$ cat config.mk
export PLATFORM = sky130hd
export DESIGN_NAME = cpu_clk_ctrl
export DESIGN_NICKNAME = d
export VERILOG_FILES = /design/src/rtl/cpu_clk_ctrl.sv
export SDC_FILE = /design/constraint.sdc
export NUM_CORES = 1
export LEC_CHECK = 0
export CORE_MARGIN = 2
export CORE_UTILIZATION = 33
export DETAILED_ROUTE_END_ITERATION = 8
export PLACE_DENSITY_LB_ADDON = 0.15
export SETUP_SLACK_MARGIN = 0.15
export SLEW_MARGIN = 0
export SYNTH_ARGS = -nofsm -noshare
export SYNTH_HDL_FRONTEND = slang
export SYNTH_SLANG_ARGS = --single-unit
$ cat constraint.sdc
create_clock -name clk -period 1.53 [get_ports clk]
set_input_delay 0.306 -clock clk [delete_from_list [all_inputs] [get_ports clk]]
set_output_delay 0.306 -clock clk [all_outputs]
set_load 0.05 [all_outputs]
$ cat src/rtl/cpu_clk_ctrl.sv
module cpu_clk_ctrl #(
  parameter int          CNT_W     = 4,
  parameter logic [2:0]  SUB_CODE  = 3'b101,
  parameter logic [1:0]  STOP_CODE = 2'b10
) (
  input  logic       clk,
  input  logic       rst_n,
  input  logic       reg_we,
  input  logic [7:0] reg_wdata,
  output logic [7:0] reg_rdata,
  input  logic       main_tick,
  input  logic       sub_tick,
  output logic       cpu_ce,
  output logic       main_osc_run,
  output logic       wake_en
);

  localparam logic [CNT_W-1:0] ALL1 = {CNT_W{1'b1}};

  logic [7:0]       ctl;
  logic             act_sub;
  logic [1:0]       act_div;
  logic [CNT_W-1:0] cnt;
  logic [CNT_W-1:0] mask;
  logic             wrap;
  logic             ce_main;

  always_comb begin
    case (act_div)
      2'b00:   mask = ALL1;
      2'b01:   mask = ALL1 >> 1;
      2'b10:   mask = {{(CNT_W-1){1'b0}}, 1'b1};
      default: mask = '0;
    endcase
  end

  assign ce_main      = main_tick && ((cnt & mask) == mask);
  assign wrap         = act_sub ? sub_tick : (main_tick && (cnt == ALL1));
  assign cpu_ce       = act_sub ? sub_tick : ce_main;
  assign main_osc_run = !(act_sub && (ctl[6:5] == STOP_CODE));
  assign wake_en      = ~ctl[7];
  assign reg_rdata    = ctl;

  always_ff @(posedge clk or negedge rst_n) begin
    if (!rst_n) begin
      ctl     <= '0;
      act_sub <= 1'b0;
      act_div <= 2'b00;
      cnt     <= '0;
    end else begin
      if (reg_we) ctl <= reg_wdata;
      if (wrap) begin
        act_sub <= (ctl[2:0] == SUB_CODE);
        act_div <= ctl[4:3];
      end
      if (act_sub)        cnt <= '0;
      else if (main_tick) cnt <= cnt + 1'b1;
    end
  end

  a_r1_readback: assert property (@(posedge clk) disable iff (!rst_n)
    ($past(rst_n) && $past(reg_we)) |-> (reg_rdata == $past(reg_wdata)));

  a_r4_ce_needs_tick: assert property (@(posedge clk) disable iff (!rst_n)
    cpu_ce |-> (main_tick || sub_tick));

  a_r5_sub_blocks_main: assert property (@(posedge clk) disable iff (!rst_n)
    (act_sub && !sub_tick) |-> !cpu_ce);

  a_r8_main_keeps_osc: assert property (@(posedge clk) disable iff (!rst_n)
    !act_sub |-> main_osc_run);

  a_r9_hold_until_wrap: assert property (@(posedge clk) disable iff (!rst_n)
    !wrap |=> ($stable(act_sub) && $stable(act_div)));

  a_r10_fresh_count: assert property (@(posedge clk) disable iff (!rst_n)
    (act_sub && wrap && (ctl[2:0] != SUB_CODE)) |=> (cnt == '0));

endmodule

==> out/summary.md <==
- **effective utilization at floorplan** 34.4%
- **peak supply drop** 0.720 mV
- **most repeated cell in the gate-level netlist after synthesis** sky130_fd_sc_hd__dfrtp_1
- **CTS tree** done
- **Worst slew margin** 78.8%
- **final clock period utilization by the worst path** 111%
- **DRC** 0
- **final setup fails** 1
- **flops & latches, synth** 15
- **violated checks** setup timing
- **initial antenna violation count** 0
- **total iterations of the first detailed-routing run** 4
- **number of different library cells in the post-synthesis netlist** 21
- **Die W** 48.8 um
- **post-synth top area cell** sky130_fd_sc_hd__dfrtp_1
- **share of synthesized area occupied by flip-flops and latches** 56.7%
- **count of pins over their slew limit** 0
- **power density normalized to cell area** 1260 nW/um^2
- **fraction of synthesized cell area taken by the top area cell type** 56.7%
- **Floorplan Core Area** 1920 sq um
- **min-delay worst type** input pin to async pin
- **share of async-settable or async-resettable flops after synthesis** 100%
- **row cnt** 16
- **CTS Buf Count** 3
- **insertion delay of the later-clocked pin in the worst-skew pair** 270 ps
- **CP required** 1220 ps
- **TritonCTS Sinks** 15
- **clock transition time at the flip-flop clock pins of the worst setup and hold paths** 90 ps
- **average instance area after synthesis** 12.7 sq um
- **die span in y** 48.8 um
- **Net count, final** 103
- **global placement routability congestion** 0.723
- **ranking of synthesized cells by area** sky130_fd_sc_hd__dfrtp_1 57%, sky130_fd_sc_hd__mux2_1 15%, sky130_fd_sc_hd__nor2_1 3.4%
- **maximum number of pins on one net before global-route repair** 11
- **global-route wire length before repair** 2550 um
- **net count of the mapped netlist** 66
- **number of buffers inserted by hold repair at cts** 0
- **number of instances in the synthesized netlist** 52
- **Max-cap violations** 0
- **area of the die** 2380 sq um
- **final period demand of the worst path** 1690 ps
- **overall fraction of global-route tracks in use** 13.9%
- **via count of the first global-routing pass** 573
- **via count normalized by instance count** 4.62
- **Min Hold Slack** 256 ps
- **final setup slack of the worst path** -162 ps
- **status** finished with violations
- **area growth from synthesis to layout** 78.3%
- **maximum fanout along the worst path** 2
- **Synth warnings** 0
- **maximum buffer depth of the clock tree** 2
- **Top Ports** 24
- **placement-stage worst setup slack** -205 ps
- **Congestion Overflow GR** 0
- **Leak** 0.000518 uW
- **count of input and output buffers** 23
- **startpoint type of the worst setup path** flip-flop
- **CP Data Arrival Time** 1390 ps
- **setup repair after global routing missed its margin** yes
- **detailed-route via count** 531
- **fraction of layout instances using a drive strength above 1** 38.6%
- **cells on worst reg2reg path** 5
- **total design power** 1480 uW
- **Initial DRC Count** 3
- **number of H-tree levels** 1
- **Total Wirelength** 1430 um
- **number of hold violations in the final report** 0
- **worst clock skew on the final layout** 2.61 ps
- **detail-routed net length per standard cell** 12.4 um
- **Synth Flop Type** sky130_fd_sc_hd__dfrtp_1
- **netlist area before placement** 662 sq um
- **cell at the root of the clock tree** sky130_fd_sc_hd__clkbuf_4
- **fill cell instance count of the final layout** 180
- **Post-synth EDFFs** 0
- **list of most frequent post-synthesis cells** 15 x sky130_fd_sc_hd__dfrtp_1, 9 x sky130_fd_sc_hd__mux2_1, 6 x sky130_fd_sc_hd__nor2_1, 3 x sky130_fd_sc_hd__nand2_1
- **WS Path Type** flip-flop to primary output
- **number of diodes** 0
- **CP Capture Type** primary output
- **achievable clock frequency** 591 MHz
- **total half-perimeter wirelength after legalization and detailed placement** 1130 um
- **Slew @ Worst Pin** 315 ps
- **Routed Antenna Nets** 0
[worst paths after layout]
check,startpoint,slack (ps),end
max in group asynchronous,rst_n,840,cnt[0]
hold / removal,rst_n,260,reg_rdata[0]
min in group clk,act_div[0],560,act_div[0]
setup / recovery,act_sub,-160,cpu_ce
hold reg to reg,act_div[0],560,act_div[0]
setup reg to reg,act_sub,160,act_div[0]
[per-layer routing]
metal | global-route usage [%] | routed length, um | share of wire (%)
met1 | 18.1 | 620 | 43
met2 | 22.4 | 732 | 51
met3 | 3.07 | 67 | 4.7
met4 | 5.71 | 6 | 0.42
met5 | 0 | 0 | 0
[flip-flops by register name (all words and copies together) (netlist names)]
register / count
reg_rdata: 8
cnt: 4
act_sub: 1
act_div: 2
[placed cells by master, fill, tap and decap left out, drive strengths merged, types with 2 or more instances in the layout]
cell,instances
clkbuf,4
dfrtp,15
nor2,6
clkdlybuf4s50,11
nand3b,2
xor2,2
nand2,3
buf,22
o21ai,2
mux2,9
nand4,2
[critical path, stage by stage, from the launching register on]
cell and delay, ps:
sky130_fd_sc_hd__dfrtp_1 390, sky130_fd_sc_hd__nand2b_4 150, sky130_fd_sc_hd__o41ai_4 390, sky130_fd_sc_hd__buf_12 180
[through the flow]
stage	instances	area [sq um]	setup TNS, ps	utilization, %
after floorplan	52	689	-58.1	-
after global placement	108	1110	-465	57.6
after detailed placement	108	1110	-597	57.6
after CTS	112	1150	-195	60.0
after global routing	115	1180	-233	61.4
final	115	1180	-162	61.4
[area by class of cell]
| cell class | count | area [sq um] | area share [%] |
|---|---|---|---|
| clock buffer | 4 | 26.3 | 2.23 |
| sequential | 15 | 379 | 32.1 |
| timing repair buffer | 34 | 425 | 36.1 |
| multi-input combinational | 34 | 312 | 26.4 |
| tap | 27 | 33.8 | 2.86 |
| inverter | 1 | 3.75 | 0.318 |
[cell families (layout without fill, tap and decap cells)]
logic type	Yosys count	after routing	share of synthesized area [%]
DFF	15	15	56.7
and+or+nand+nor	15	15	11.9
muxes	10	10	16.8
AOI/OAI and AO/OA	5	5	5.67
xor gates and xnor gates	3	3	3.97
buffers and inverters	3	39	3.02
adders and majority gates	1	1	1.89
[timing repair]
action / 4_1_cts / 5_1_grt
gates resized for setup: 5 / 1
setup endpoints to repair: 4 / 4
setup buffers: 0 / 3
pin swaps: 1 / 0
[where the power goes]
group,total [uW],internal (uW),switching (uW)
combinational,625,327,298
clock,221,101,120
sequential,636,504,132
total,1480,932,549
Power figures use the tool's default switching activity.
